## config.mk

```make
export PLATFORM = sky130hd
export DESIGN_NAME = spi_byte_master
export DESIGN_NICKNAME = d
export VERILOG_FILES = /design/src/rtl/spim_pkg.sv /design/src/rtl/spim_seq.sv /design/src/rtl/spim_sclk.sv /design/src/rtl/spim_datapath.sv /design/src/rtl/spi_byte_master.sv
export SDC_FILE = /design/constraint.sdc
export NUM_CORES = 1
export LEC_CHECK = 0
export ABC_AREA = 1
export BUFFER_PORTS_ARGS = -buffer_cell sky130_fd_sc_hd__buf_2
export CORE_MARGIN = 2
export CORE_UTILIZATION = 45
export CTS_CLUSTER_DIAMETER = 50
export DETAILED_ROUTE_END_ITERATION = 8
export PLACE_DENSITY = 0.65
export SLEW_MARGIN = 25
export SYNTH_ARGS = -nofsm -noshare
export SYNTH_HDL_FRONTEND = slang
export SYNTH_SLANG_ARGS = --single-unit
```

## constraint.sdc

```tcl
create_clock -name clk -period 1.85 [get_ports clk]
set_input_delay 0.2775 -clock clk [delete_from_list [all_inputs] [get_ports clk]]
set_output_delay 0.2775 -clock clk [all_outputs]
set_load 0.05 [all_outputs]
```

## src/rtl/spim_pkg.sv

```systemverilog
// Shared definitions for the single-byte SPI master.
// Assumes the controller state fits in 3 bits with fixed code values.
package spim_pkg;

    // Controller states; the code values are fixed and part of the contract.
    typedef enum logic [2:0] {
        ST_IDLE   = 3'd0,
        ST_LEAD   = 3'd2,
        ST_SAMPLE = 3'd3,
        ST_ERROR  = 3'd6
    } spim_state_e;

endpackage

```

## src/rtl/spim_seq.sv

```systemverilog
// Transfer sequencer: holds the state, the bit index and the captured mode.
// It issues one-cycle step strobes to the clock and data units.
// Assumes start is synchronous to clk; a start seen mid-transfer aborts.
module spim_seq
    import spim_pkg::*;
#(
    parameter int DATA_W = 8,
    localparam int CNT_W = $clog2(DATA_W)
) (
    input  logic             clk,
    input  logic             rst_n,
    input  logic             start,
    input  logic             cpol_in,
    input  logic             cpha_in,
    output spim_state_e      state_o,
    output logic [CNT_W-1:0] bit_idx_o,
    output logic             pol_q_o,
    output logic             pha_q_o,
    output logic             accept_o,
    output logic             lead_go_o,
    output logic             trail_go_o,
    output logic             last_o
);

    localparam logic [CNT_W-1:0] TOP_IDX = CNT_W'(DATA_W - 1);

    spim_state_e      state_q, state_d;
    logic [CNT_W-1:0] idx_q;
    logic             pol_q, pha_q;

    assign last_o     = (idx_q == '0);
    assign accept_o   = (state_q == ST_IDLE) && start;
    assign lead_go_o  = (state_q == ST_LEAD) && !start;
    assign trail_go_o = (state_q == ST_SAMPLE) && !start;

    // Next-state selection; any start while shifting diverts to ST_ERROR.
    always_comb begin
        state_d = state_q;
        case (state_q)
            ST_IDLE:   if (start) state_d = ST_LEAD;
            ST_LEAD:   state_d = start ? ST_ERROR : ST_SAMPLE;
            ST_SAMPLE: begin
                if (start)       state_d = ST_ERROR;
                else if (last_o) state_d = ST_IDLE;
                else             state_d = ST_LEAD;
            end
            ST_ERROR:  state_d = ST_IDLE;
            default:   state_d = ST_IDLE;
        endcase
    end

    // State register.
    always_ff @(posedge clk) begin
        if (!rst_n) state_q <= ST_IDLE;
        else        state_q <= state_d;
    end

    // Bit index: loads the MSB position on accept, steps down after each trailing phase.
    always_ff @(posedge clk) begin
        if (!rst_n)                      idx_q <= '0;
        else if (accept_o)               idx_q <= TOP_IDX;
        else if (trail_go_o && !last_o)  idx_q <= idx_q - 1'b1;
    end

    // Mode capture: polarity and phase are frozen when a transfer is accepted.
    always_ff @(posedge clk) begin
        if (!rst_n) begin
            pol_q <= 1'b0;
            pha_q <= 1'b0;
        end else if (accept_o) begin
            pol_q <= cpol_in;
            pha_q <= cpha_in;
        end
    end

    assign state_o   = state_q;
    assign bit_idx_o = idx_q;
    assign pol_q_o   = pol_q;
    assign pha_q_o   = pha_q;

endmodule

```

## src/rtl/spim_sclk.sv

```systemverilog
// Serial clock generator: drives the idle level outside transfers and toggles once per
// shifting phase. Assumes the sequencer strobes are mutually exclusive.
module spim_sclk (
    input  logic clk,
    input  logic rst_n,
    input  logic cpol_in,
    input  logic pol_q,
    input  logic accept,
    input  logic lead_go,
    input  logic trail_go,
    input  logic to_idle,
    output logic sclk_o
);

    logic sclk_q;

    // Clock level register: active level on leading steps, idle level otherwise.
    always_ff @(posedge clk) begin
        if (!rst_n)                    sclk_q <= 1'b0;
        else if (accept)               sclk_q <= cpol_in;
        else if (lead_go)              sclk_q <= ~pol_q;
        else if (trail_go || to_idle)  sclk_q <= pol_q;
    end

    assign sclk_o = sclk_q;

endmodule

```

## src/rtl/spim_datapath.sv

```systemverilog
// Data path: holds the transmit byte and drives mosi. Writes each received bit into the
// receive register at the current bit index. Assumes bit_idx counts down from the MSB.
module spim_datapath #(
    parameter int DATA_W = 8,
    localparam int CNT_W = $clog2(DATA_W)
) (
    input  logic              clk,
    input  logic              rst_n,
    input  logic              accept,
    input  logic              lead_go,
    input  logic              trail_go,
    input  logic              last,
    input  logic              pha_q,
    input  logic              cpha_in,
    input  logic [DATA_W-1:0] tx_in,
    input  logic [CNT_W-1:0]  bit_idx,
    input  logic              miso,
    output logic              mosi_o,
    output logic [DATA_W-1:0] rx_o
);

    logic [DATA_W-1:0] tx_q;
    logic [DATA_W-1:0] rx_q;
    logic              mosi_q;
    logic [CNT_W-1:0]  nxt_idx;
    logic              shift_out;
    logic              sample_in;

    assign nxt_idx = bit_idx - 1'b1;
    // Phase 0 shifts on trailing steps and samples on leading steps; phase 1 does the reverse.
    assign shift_out = pha_q ? lead_go : (trail_go && !last);
    assign sample_in = pha_q ? trail_go : lead_go;

    // Transmit byte holding register.
    always_ff @(posedge clk) begin
        if (!rst_n)      tx_q <= '0;
        else if (accept) tx_q <= tx_in;
    end

    // mosi driver: presets the MSB for phase 0, then follows the shift steps.
    always_ff @(posedge clk) begin
        if (!rst_n)                     mosi_q <= 1'b0;
        else if (accept && !cpha_in)    mosi_q <= tx_in[DATA_W-1];
        else if (shift_out && pha_q)    mosi_q <= tx_q[bit_idx];
        else if (shift_out)             mosi_q <= tx_q[nxt_idx];
    end

    // Receive register: one bit written per sampling step, other bits hold.
    always_ff @(posedge clk) begin
        if (!rst_n)         rx_q <= '0;
        else if (sample_in) rx_q[bit_idx] <= miso;
    end

    assign mosi_o = mosi_q;
    assign rx_o   = rx_q;

endmodule

```

## src/rtl/spi_byte_master.sv

```systemverilog
// Top of the single-byte SPI master. Wires the sequencer, clock generator and data path.
// Assumes one byte per transfer and an sclk of half the system clock rate.
module spi_byte_master
    import spim_pkg::*;
#(
    parameter int DATA_W = 8
) (
    input  logic              clk,
    input  logic              rst_n,
    input  logic              start,
    input  logic              cpol,
    input  logic              cpha,
    input  logic [DATA_W-1:0] tx_byte,
    input  logic              miso,
    output logic              sclk,
    output logic              mosi,
    output logic [DATA_W-1:0] rx_byte,
    output logic              busy
);

    localparam int CNT_W = $clog2(DATA_W);

    spim_state_e      state;
    logic [CNT_W-1:0] bit_idx;
    logic             mode_cpol, mode_cpha;
    logic             accept, lead_go, trail_go, last_bit;
    logic             to_idle;

    // A start while shifting sends sclk back to its idle level.
    assign to_idle = start && (state == ST_LEAD || state == ST_SAMPLE);
    assign busy    = (state != ST_IDLE);

    spim_seq #(.DATA_W(DATA_W)) u_seq (
        .clk        (clk),
        .rst_n      (rst_n),
        .start      (start),
        .cpol_in    (cpol),
        .cpha_in    (cpha),
        .state_o    (state),
        .bit_idx_o  (bit_idx),
        .pol_q_o    (mode_cpol),
        .pha_q_o    (mode_cpha),
        .accept_o   (accept),
        .lead_go_o  (lead_go),
        .trail_go_o (trail_go),
        .last_o     (last_bit)
    );

    spim_sclk u_sclk (
        .clk      (clk),
        .rst_n    (rst_n),
        .cpol_in  (cpol),
        .pol_q    (mode_cpol),
        .accept   (accept),
        .lead_go  (lead_go),
        .trail_go (trail_go),
        .to_idle  (to_idle),
        .sclk_o   (sclk)
    );

    spim_datapath #(.DATA_W(DATA_W)) u_dp (
        .clk      (clk),
        .rst_n    (rst_n),
        .accept   (accept),
        .lead_go  (lead_go),
        .trail_go (trail_go),
        .last     (last_bit),
        .pha_q    (mode_cpha),
        .cpha_in  (cpha),
        .tx_in    (tx_byte),
        .bit_idx  (bit_idx),
        .miso     (miso),
        .mosi_o   (mosi),
        .rx_o     (rx_byte)
    );

endmodule

```

## Yosys cells after proc, flatten, opt, wreduce, memory -nomap -nowiden

Cells that the tools add are included.
W data, S select, Z words.

| cells by class | value |
|---|---|
| $add $sub $neg | 1 |
| multipliers | 0 |
| divide/modulo/power cells | 0 |
| $lt $le $gt $ge | 3 |
| equal/unequal tests | 3 |
| shift operators | 0 |
| mux-type cells | 22 |
| bitwise gates (word level) | 1 |
| reductions and logical operators | 19 |

Operators by type and width:

| kind | count |
|---|---|
| $mux W3 | 5 |
| $mux W1 | 11 |
| $pmux W3 S3 | 1 |
| $reduce_bool A3 Y1 | 3 |
| $bwmux W8 | 1 |
| $logic_and A1 B1 Y1 | 8 |
| $lt A3 B4 Y1 const B | 2 |
| $bmux W1 S3 | 2 |
| $eq A3 B2 Y1 const B | 2 |
| $logic_not A3 Y1 | 2 |
| $demux W1 S3 | 1 |
| $ge A3 B1 Y1 const B | 1 |
| $logic_not A1 Y1 | 3 |
| $sub A3 B1 Y3 const B | 1 |
| $logic_or A1 B1 Y1 | 2 |
| $mux W2 | 1 |
| $ne A2 B2 Y1 const B | 1 |
| $reduce_bool A2 Y1 | 1 |
| $not A1 Y1 | 1 |

| word-level totals | value |
|---|---|
| register bits after elaboration | 26 |
| bits in latches | 0 |
| bits in writable memories | 0 |
| memory bits (read-only) | 0 |
| bits of input ports | 14 |
| output and inout bits | 11 |
| word-level logic and storage cells | 57 |
| memories | 0 |

## Longest topological paths before layout

Gate-level depths: netlist of the first run.

| logic depth | value |
|---|---|
| depth in word-level cells | 7 |
| mapped depth | 11 |
| mapped depth without buffers | 10 |

## Modules after synthesis

A second synthesis of the first run with hierarchy kept.

| second synthesis, totals | value |
|---|---|
| cell total of the unflattened synthesis | 208 |
| area total of the unflattened synthesis | 1402.6 um^2 |

Modules (own cells, without submodules):

| module | times used | cells an instance | area an instance (um^2) | seq. area each (um^2) |
|---|---|---|---|---|
| spim_datapath | 1 | 136 | 904.6 | 340.3 |
| spim_seq | 1 | 55 | 405.4 | 160.2 |
| spim_sclk | 1 | 12 | 71.3 | 20.0 |
| spi_byte_master | 1 | 5 | 21.3 | 0.0 |

## Least setup slack after synthesis of the first run

Ideal clock, no wire load.

| timing | value |
|---|---|
| path kind | register -> register |
| start point | register u_seq.idx_q[0] (netlist: u_seq.bit_idx_o[0]) |
| end point | register u_dp.mosi_q (netlist: u_dp.mosi_o) |
| arrival time | 1.442 ns |
| path slack | 0.342 ns |
| stages on the path, launching flop included | 11 |
| path buffers | 1 |
| period minus slack after synthesis | 1.508 ns |
| path through | dfxtp_1 -> inv_1 -> buf_2 -> ha_1 -> a21oi_1 -> o21ai_0 -> nand3_1 -> nand3_1 -> nand2_1 -> nand2_1 -> a21oi_2 |

| between the ends | value |
|---|---|
| longest elaborated chain between the ends | 7 |

Ends and longest elaborated chain:

| item | RTL line | RTL |
|---|---|---|
| from (decl) | spim_seq.sv:28 | `logic [CNT_W-1:0] idx_q;` |
| from (signal assigned) | spim_seq.sv:62 | `else if (trail_go_o && !last_o) idx_q <= idx_q - 1'b1;` |
| parallel branches: the longest is 7 deep, another holds $sub A3 B1 Y3 | -- |  |
| to (signal assigned) | spim_datapath.sv:43 | `else if (accept && !cpha_in) mosi_q <= tx_in[DATA_W-1];` |
| to (signal assigned) | spim_datapath.sv:44 | `else if (shift_out && pha_q) mosi_q <= tx_q[bit_idx];` |
| to (signal assigned) | spim_datapath.sv:45 | `else if (shift_out) mosi_q <= tx_q[nxt_idx];` |
| to (decl) | spim_datapath.sv:24 | `logic mosi_q;` |

Several ways; the timed one is not identified. The select of a mux whose other input is x is not followed.
A chain may end at the register's enable or synchronous reset.

## Worst setup path after layout of the first run

| timing | value |
|---|---|
| start point | register u_seq.idx_q[1] (netlist: u_seq.bit_idx_o[1]) |
| end point | register u_dp.mosi_q (netlist: u_dp.mosi_o) |

The elaborated chain is that of the path after synthesis.

==> impl_metrics.yaml, run 1 <==
critical_path:
  path_cells: "inv_1 > ha_1 > a21oi_1 > o21ai_0 > nand3_1 > nand3_1 > nand2_1 > nand2_1 > a21oi_2"
  worstSetupPathType: "flip-flop to flip-flop"
  cp_slowest_cell: "dfxtp_1"
  crit_path_max_incr_delay_ns: 0.42
  cp_data_required_time_ns: 2.12
  end_kind: "flip-flop"
  critPathLaunchType: "flip-flop"
  crit_arrival_ns: 1.76
  cp_num_buf_inv: 1
  critPathMaxFanout: 5
  path_delay_family: "flip-flops"
placement:
  portBuffers: 24
  dpl.hpwl_um: 2090
  gp_congestion: 0.844
synthesis:
  synth_commonest_cells: "35 x nand2_1, 31 x inv_1, 26 x dfxtp_1"
  yosysTopAreaCellShare_pct: 38.7
  synth-seq-cells: 26
  synthFlopType: "dfxtp_1"
  synth_nets: 210
  yosysUniqueCellTypes: 24
  postSynthAreaPerCell_um2: 6.93
  synth_area_leader_cell: "dfxtp_1"
  synthTopCellsByArea: "dfxtp_1 39%, nand2_1 9.8%, o21ai_0 8.9%"
  synth_edf_count: 0
  async_flop_share_pct: 0
  synth-seq-area-share_pct: 38.7
  synth_area_um2: 1350
  synth_most_common_cell: "nand2_1"
  syn_inst: 194
  yosys_warnings: 0
global_route:
  antenna_found_initial: 0
  overflow: 0
  grt_max_degree: 23
  grt_pass1_vias: 1091
  grt_pass1_wl_um: 4660
  grt_use_total_pct: 17.4
detailed_routing:
  routed_wl_um: 2720
  num_vias: 1253
  wire_per_inst_um: 10.9
  ant_nets: 0
  dr.pass1.iters: 6
  drtIter0Drc: 60
  vias_per_cell: 5.01
  remaining_drc_errors: 3
floorplan:
  die_w_um: 58.7
  core_area_um2: 2810
  io_pins: 25
  fp.dieH_um: 58.7
  rows: 19
  die-area_um2: 3440
  start_util_pct: 47.9
cells_and_area:
  postLayoutCoreUtil_pct: 54.4
  drive_above_1_share_pct: 20.1
  diodes: 0
  n_fill_cell: 298
  area_growth_pct: 13.4
  final_nets: 236
timing:
  worstMarginPinSlew_ns: 0.331
  worst_clock_skew_ns: 0.00266
  drv_slew: 0
  min_period_ns: 1.49
  relSlewSlack_pct: 77.9
  post-route-period-util_pct: 80.5
  setup_violations: 0
  rsz0062_at_grt: "false"
  hold_viol: 0
  fin_tns_setup_ns: 0
  fmax_ghz: 0.671
cts:
  cts_buffer_depth: 2
  cts_sinks: 26
  cts_buffers: 3
  h-tree-depth: 1
  clk_latency_ns: 0.33
  post_cts_buffers: 0
  cts.reportedPaths.clkPinSlew_ns: 0.14
  cts_tree: "done"
  clock-root-buffer: "clkbuf_4"
  post_cts_resized: 0
  hold_buffers: 0
worst_hold_path:
  holdCritPathClass: "primary input to flip-flop"
flow_run:
  max_cap_viol_count: 0
power:
  cellPowerDensity_nw_per_um2: 856
  power.leakage_uw: 0.000740
  peakVddDrop_mv: 0.506
outcome:
  violations: "design-rule violations"
  status: "complete, but fails checks"
==> worst min-delay path, delay by kind of cell <==
kind / cells / cell delay, ns
AO/OA/AOI/OAI: 1 / 0.06
buffers and inverters: 2 / 0.16
==> layout make-up <==
cell class	count	area [um^2]	share of cell area (%)
clock buffers	4	36.3	2.38
inverters	33	124	8.12
multi-input cells	130	671	44.0
flip-flops and latches	26	520	34.1
well taps	31	38.8	2.54
repair buffers	26	135	8.86
==> state kept, by name, summed over array words and instances (netlist names) <==
signal and cells:
u_seq.bit_idx_o 3, u_dp.tx_q 8, u_seq.pol_q_o 1, u_seq.pha_q_o 1
u_seq.state_o 3, u_dp.mosi_o 1, u_dp.rx_o 8, u_sclk.sclk_o 1
==> routing by layer <==
layer	part of all wire, %	global-route usage [%]	vias to the layer above
li1	-	-	670
met1	46	21.6	545
met2	48	30.2	34
met3	4.7	2.64	4
met4	1.3	6.82	0
met5	0	0	-
==> cell usage in the layout (no fill, tap or decap), drive strengths merged <==
cell / n
nand2: 39
inv: 33
dfxtp: 26
buf: 26
o21ai: 25
nor2: 20
a21oi: 18
nand3: 18
nor3: 4
clkbuf: 4
a31oi: 2
ha: 2
xor2: 1
o211ai: 1
==> stage by stage <==
stage / hold slack, ns / cell area [um^2] / setup WS (ns) / cells / power (uW)
floorplan: 0.416 / 1350 / 0.342 / 194 / 941
global placement: 0.428 / 1490 / 0.462 / 246 / 1010
detailed placement: 0.437 / 1490 / 0.388 / 246 / 1020
CTS: 0.204 / 1530 / 0.351 / 250 / 1310
global route: 0.211 / 1530 / 0.218 / 250 / 1390
finish: 0.203 / 1530 / 0.360 / 250 / 1300
==> power by group <==
part / internal (uW) / switching, uW
Clock: 121 / 173
Sequential: 607 / 31.5
Combinational: 120 / 252
Total: 848 / 457
==> cells by family after synthesis <==
kind of cell             count (synthesis)  synth area share (%)
flip-flops                              26                  38.7
XOR/XNOR                                 1                 0.651
AND/OR/NAND/NOR                         81                  28.7
adder cells (fa/ha/maj)                  2                  1.86
buffers and inverters                   38                  11.4
AO/OA/AOI/OAI                           46                  18.6
==> final timing paths <==
check        cells past startpoint  slack (ns)                             from                    endpoint
max                              9        0.36  u_seq.bit_idx_o[1]$_SDFFE_PN0P_    u_dp.mosi_o$_SDFFE_PN0P_
min                              3        0.20                             cpha  u_seq.pha_q_o$_SDFFE_PN0P_
max reg2reg                      9        0.36  u_seq.bit_idx_o[1]$_SDFFE_PN0P_    u_dp.mosi_o$_SDFFE_PN0P_
min reg2reg                      2        0.45        u_dp.rx_o[6]$_SDFFE_PN0P_   u_dp.rx_o[6]$_SDFFE_PN0P_
(Power assumes the default switching activity.)
==> run 2, diff against run 1 <==
--- a/config.mk
+++ b/config.mk
@@ -11,7 +11,7 @@
 export CORE_UTILIZATION = 45
 export CTS_CLUSTER_DIAMETER = 50
 export DETAILED_ROUTE_END_ITERATION = 8
-export PLACE_DENSITY = 0.65
+export PLACE_DENSITY = 0.67
 export SLEW_MARGIN = 25
 export SYNTH_ARGS = -nofsm -noshare
 export SYNTH_HDL_FRONTEND = slang
==> constraint.sdc (replaced) <==
create_clock -name clk -period 1.26 [get_ports clk]
set_input_delay 0.189 -clock clk [delete_from_list [all_inputs] [get_ports clk]]
set_output_delay 0.189 -clock clk [all_outputs]
set_load 0.05 [all_outputs]
==> run 2 against run 1 <==
  * The run ends with design-rule violations, negative setup slack left
  * Largest power group unchanged
  * Non-clock buffer count rose by 21
  * Highest routed layer unchanged
  * Combinational power is 110% higher
  * Sequential share of layout area fell by 4.6 points
  * Largest cell class unchanged
  * Count of clock-buffer cells in the layout is the same
  * Final area is 18% higher
==> impl_metrics.yaml, run 2 (synthesis gave the netlist of run 1 again) <==
cells_and_area:
  final_cell_mix: "33 x nand2_1, 29 x inv_1, 23 x buf_2"
  drive_above_1_share_pct: 34.6
  area_growth_pct: 33.5
  postLayoutCellArea_um2: 1800
  diodes: 0
  final_nets: 257
  postLayoutCoreUtil_pct: 64.0
  final_common_cell: "nand2_1"
critical_path:
  rr_worst_depth: 6
  r2r-start: "u_seq.state_o[0]$_SDFFE_PN0P_"
  end_kind: "flip-flop"
  critPathMaxFanout: 6
  reg2reg_to: "u_dp.rx_o[6]$_SDFFE_PN0P_"
  critPathLaunchType: "flip-flop"
  crit_arrival_ns: 1.62
  cp_data_required_time_ns: 1.49
  worstSetupPathType: "flip-flop to flip-flop"
  reg2reg_setup_slack_ns: -0.14
detailed_routing:
  routed_wl_um: 3200
  vias_per_cell: 4.99
  wire_per_inst_um: 11.8
  drtIter0Drc: 76
  num_vias: 1351
  dr.pass1.iters: 6
  ant_nets: 0
  remaining_drc_errors: 1
cts:
  cts_sinks: 26
  cts.reportedPaths.clkPinSlew_ns: 0.15
  clk_latency_ns: 0.34
  clock-root-buffer: "clkbuf_4"
  hold_buffers: 0
  cts_buffer_depth: 2
  h-tree-depth: 1
  cts_buffers: 3
  cts_tree: "done"
timing:
  hold_viol: 0
  timing.hold.ws_ns: 0.121
  post-route-period-util_pct: 111
  setup_ws_ns: -0.135
  worst_clock_skew_ns: 0.0171
  drv_slew: 0
  setup_violations: 20
  min_period_ns: 1.40
  relSlewSlack_pct: 77.4
  worstMarginPinSlew_ns: 0.338
  rsz0062_at_grt: "true"
  fmax_ghz: 0.717
global_route:
  overflow: 0
  antenna_found_initial: 0
  grt_pass1_wl_um: 5230
  grt_pass1_vias: 1237
  grt_max_degree: 23
  grt_use_total_pct: 19.5
floorplan:
  start_util_pct: 47.9
  fp.dieH_um: 58.7
  core_area_um2: 2810
  die_w_um: 58.7
  io_pins: 25
  rows: 19
  die-area_um2: 3440
placement:
  gp_congestion: 0.916
  placed_cell_area_um2: 1640
  portBuffers: 24
  dpl.hpwl_um: 2340
power:
  peakVddDrop_mv: 0.586
  cellPowerDensity_nw_per_um2: 1210
  power.leakage_uw: 0.000858
outcome:
  violations: "design-rule violations, negative setup slack"
  status: "complete, but fails checks"
worst_hold_path:
  min_from: "tx_byte[3]"
  min_delay_path_depth: 3
  holdCritPathClass: "primary input to flip-flop"
  hold-path-endpoint: "u_dp.tx_q[3]$_SDFFE_PN0P_"
flow_run:
  max_cap_viol_count: 0
run 2: how the worst max path moves through the flow:
| stage | startpoint | endpoint | depth (start not counted) | slack (ns) |
|---|---|---|---|---|
| floorplan | u_seq.bit_idx_o[0]$_SDFFE_PN0P_ | u_dp.mosi_o$_SDFFE_PN0P_ | 10 | -0.04 |
| global placement | u_seq.bit_idx_o[1]$_SDFFE_PN0P_ | u_dp.mosi_o$_SDFFE_PN0P_ | 9 | -0.12 |
| detailed placement | u_seq.bit_idx_o[1]$_SDFFE_PN0P_ | u_dp.mosi_o$_SDFFE_PN0P_ | 9 | -0.14 |
| CTS | u_seq.bit_idx_o[0]$_SDFFE_PN0P_ | u_dp.mosi_o$_SDFFE_PN0P_ | 9 | -0.08 |
| global route | u_seq.state_o[0]$_SDFFE_PN0P_ | u_dp.rx_o[3]$_SDFFE_PN0P_ | 7 | -0.21 |
| finish | u_seq.state_o[0]$_SDFFE_PN0P_ | u_dp.rx_o[6]$_SDFFE_PN0P_ | 6 | -0.14 |
run 2: metal layers:
layer,routed length [um],global-route usage [%],vias up
li1,-,-,710
met1,1490,24.7,600
met2,1520,32.4,36
met3,157,3.74,5
met4,38,8.12,0
met5,0,0,-
run 2: final cells by class:
cell class	count	area, um^2
repair buffers	47	307
well taps	31	38.8
inverters	33	134
flip-flops and latches	26	531
fillers	260	1010
multi-input cells	130	749
clock buffers	4	36.3
run 2: timing repair:
item,CTS,global route
pin swaps,5,6
hold endpoints to repair,0,0
setup buffers,3,2
setup endpoints to repair,20,23
gates resized for setup,13,13
run 2: worst max-delay path, cell delays in order (launching register included):
cell	delay (ns)
dfxtp_2	0.37
nor2_4	0.17
nand3_4	0.11
o21ai_4	0.28
nand3_1	0.15
o21ai_1	0.15
a21oi_1	0.05
run 2: report_power, final:
group	switching (uW)	internal, uW	leakage [uW]	total (uW)
clock	255	177	0.0000210	432
sequential	51.3	896	0.000216	947
combinational	457	329	0.000621	786
total	764	1400	0.000858	2170
run 2: per-stage QoR:
step	setup WS, ns	total power (uW)	std cells	TNS, ns
5_1_grt	-0.212	2280	271	-3.06
6_report	-0.135	2170	271	-1.47
2_1_floorplan	-0.0377	1410	194	-0.0673
3_5_place_dp	-0.141	1630	262	-0.596
4_1_cts	-0.0839	2110	269	-0.641
3_3_place_gp	-0.122	1620	262	-0.168
==> run 3, diff against run 2 <==
--- a/config.mk
+++ b/config.mk
@@ -8,10 +8,10 @@
 export ABC_AREA = 1
 export BUFFER_PORTS_ARGS = -buffer_cell sky130_fd_sc_hd__buf_2
 export CORE_MARGIN = 2
-export CORE_UTILIZATION = 45
+export CORE_UTILIZATION = 30
 export CTS_CLUSTER_DIAMETER = 50
 export DETAILED_ROUTE_END_ITERATION = 8
-export PLACE_DENSITY = 0.67
+export PLACE_DENSITY = 0.48
 export SLEW_MARGIN = 25
 export SYNTH_ARGS = -nofsm -noshare
 export SYNTH_HDL_FRONTEND = slang
==> run 3 against run 2 <==
  * The flow finishes with violations (negative setup slack)
  * Final area grew 0.77%
  * First-iteration DRC count shrank 45%
  * Hold slack gained 0.056 ns
  * Register-to-register slack gained 0.03 ns
  * Clock skew shrank 0.012 ns
  * Die area grew 46%
  * Non-clock buffer count shrank 4
  * Sequential share of layout area shrank 0.50 points
  * Routed wire length shrank 4.2%
  * Critical path type unchanged
  * Highest routed layer unchanged
==> impl_metrics.yaml, run 3 (synthesis gave the netlist of run 1 again) <==
floorplan:
  fp.dieH_um: 71.0
  start_util_pct: 31.1
  core_area_um2: 4320
  die_w_um: 71.0
  io_pins: 25
  die-area_um2: 5040
  rows: 24
critical_path:
  critPathMaxFanout: 6
  critPathLaunchType: "flip-flop"
  worstSetupPathType: "flip-flop to flip-flop"
  path_delay_family: "compound AO/OA/AOI/OAI gates"
  r2r-start: "u_seq.state_o[2]$_SDFFE_PN0P_"
  reg2reg_setup_slack_ns: -0.10
  path_cells: "nor2_4 > nand3_4 > o21ai_4 > buf_4 > nand3_2 > o21ai_1 > a21oi_1"
  crit_arrival_ns: 1.53
  crit_path_max_incr_delay_ns: 0.35
  cp_slowest_cell: "dfxtp_2"
  cp_data_required_time_ns: 1.43
  reg2reg_to: "u_dp.rx_o[2]$_SDFFE_PN0P_"
  cp_num_buf_inv: 1
  end_kind: "flip-flop"
  rr_worst_depth: 7
cells_and_area:
  diodes: 0
  area_growth_pct: 34.5
  final_cell_mix: "34 x nand2_1, 29 x inv_1, 23 x buf_2"
  postLayoutCellArea_um2: 1810
  final_nets: 253
  final_common_cell: "nand2_1"
  drive_above_1_share_pct: 34.5
cts:
  h-tree-depth: 1
  clock-root-buffer: "clkbuf_8"
  cts_buffers: 3
  clk_latency_ns: 0.27
  hold_buffers: 0
  cts_sinks: 26
  cts_tree: "done"
  cts.reportedPaths.clkPinSlew_ns: 0.09
  cts_buffer_depth: 2
detailed_routing:
  wl_met3_um: 83
  routed-wl-met2_um: 1430
  dr.pass1.iters: 4
  wire_per_inst_um: 10.7
  vias_per_cell: 4.58
  num_vias: 1315
  routed.top_layer: "met4"
  routed_wl_um: 3070
  ant_nets: 0
  remaining_drc_errors: 0
  met1_length_um: 1530
  drtIter0Drc: 42
timing:
  post-route-period-util_pct: 108
  worstMarginPinSlew_ns: 0.255
  setup_violations: 10
  fmax_ghz: 0.734
  timing.hold.ws_ns: 0.177
  drv_slew: 0
  hold_viol: 0
  worst_clock_skew_ns: 0.00538
  rsz0062_at_grt: "true"
  relSlewSlack_pct: 83.0
  setup_ws_ns: -0.103
  min_period_ns: 1.36
power:
  power.leakage_uw: 0.000840
  total_power_uw: 2140
  cellPowerDensity_nw_per_um2: 1180
  peakVddDrop_mv: 0.400
global_route:
  grt_use_total_pct: 13.2
  grt_pass1_vias: 1186
  grt_max_degree: 20
  grt_pass1_wl_um: 5260
  overflow: 0
  antenna_found_initial: 0
outcome:
  violations: "negative setup slack"
  status: "complete, but fails checks"
flow_run:
  max_cap_viol_count: 0
placement:
  portBuffers: 24
  placed_cell_area_um2: 1670
  gp_congestion: 0.739
  dpl.hpwl_um: 2380
worst_hold_path:
  hold-path-endpoint: "u_dp.tx_q[3]$_SDFFE_PN0P_"
  holdCritPathClass: "primary input to flip-flop"
  min_from: "tx_byte[3]"
  min_delay_path_depth: 3
run 3: where the power goes:
part	internal (uW)	switching, uW
combinational	293	439
clock	214	257
sequential	893	46.4
total	1400	742
run 3: final cells by class:
cell class	count	area, um^2
Inverter	33	131
Timing Repair Buffer	43	278
Clock buffer	3	41.3
Fill cell	489	2510
Multi-Input combinational cell	130	768
Tap cell	52	65.1
Sequential cell	26	526
run 3: timing repair:
item / in CTS / in global routing
resized for setup: 15 / 18
pin swaps: 2 / 1
endpoints found under the setup margin: 12 / 24
setup buffers: 1 / 1
endpoints found under the hold margin: 0 / 0
run 3: worst max path at each step:
| stage | from | cells after the start | end |
|---|---|---|---|
| global placement | u_seq.bit_idx_o[1]$_SDFFE_PN0P_ | 9 | u_dp.mosi_o$_SDFFE_PN0P_ |
| CTS | u_seq.bit_idx_o[0]$_SDFFE_PN0P_ | 9 | u_dp.mosi_o$_SDFFE_PN0P_ |
| floorplan | u_seq.bit_idx_o[0]$_SDFFE_PN0P_ | 10 | u_dp.mosi_o$_SDFFE_PN0P_ |
| global route | u_seq.state_o[2]$_SDFFE_PN0P_ | 7 | u_dp.rx_o[2]$_SDFFE_PN0P_ |
| finish | u_seq.state_o[2]$_SDFFE_PN0P_ | 7 | u_dp.rx_o[2]$_SDFFE_PN0P_ |
| detailed placement | u_seq.bit_idx_o[1]$_SDFFE_PN0P_ | 9 | u_dp.mosi_o$_SDFFE_PN0P_ |
run 3: per-stage QoR:
step,std cells,setup TNS [ns],utilization (%),setup slack (ns)
floorplan,194,-0.0673,-,-0.0377
global placement,282,-0.337,38.6,-0.0702
detailed placement,282,-0.450,38.6,-0.0744
CTS,286,-0.363,40.5,-0.0714
global route,287,-2.23,41.8,-0.215
finish,287,-0.415,41.8,-0.103
run 3: routing by layer:
metal	global-route usage [%]	up-vias
li1	-	705
met4	4.40	0
met3	2.14	2
met5	0	-
met2	20.8	15
met1	18.4	593
run 3: worst min-delay path, stage by stage:
cell and delay (ns):
buf_2 0.07, o21ai_1 0.05, a21oi_1 0.10
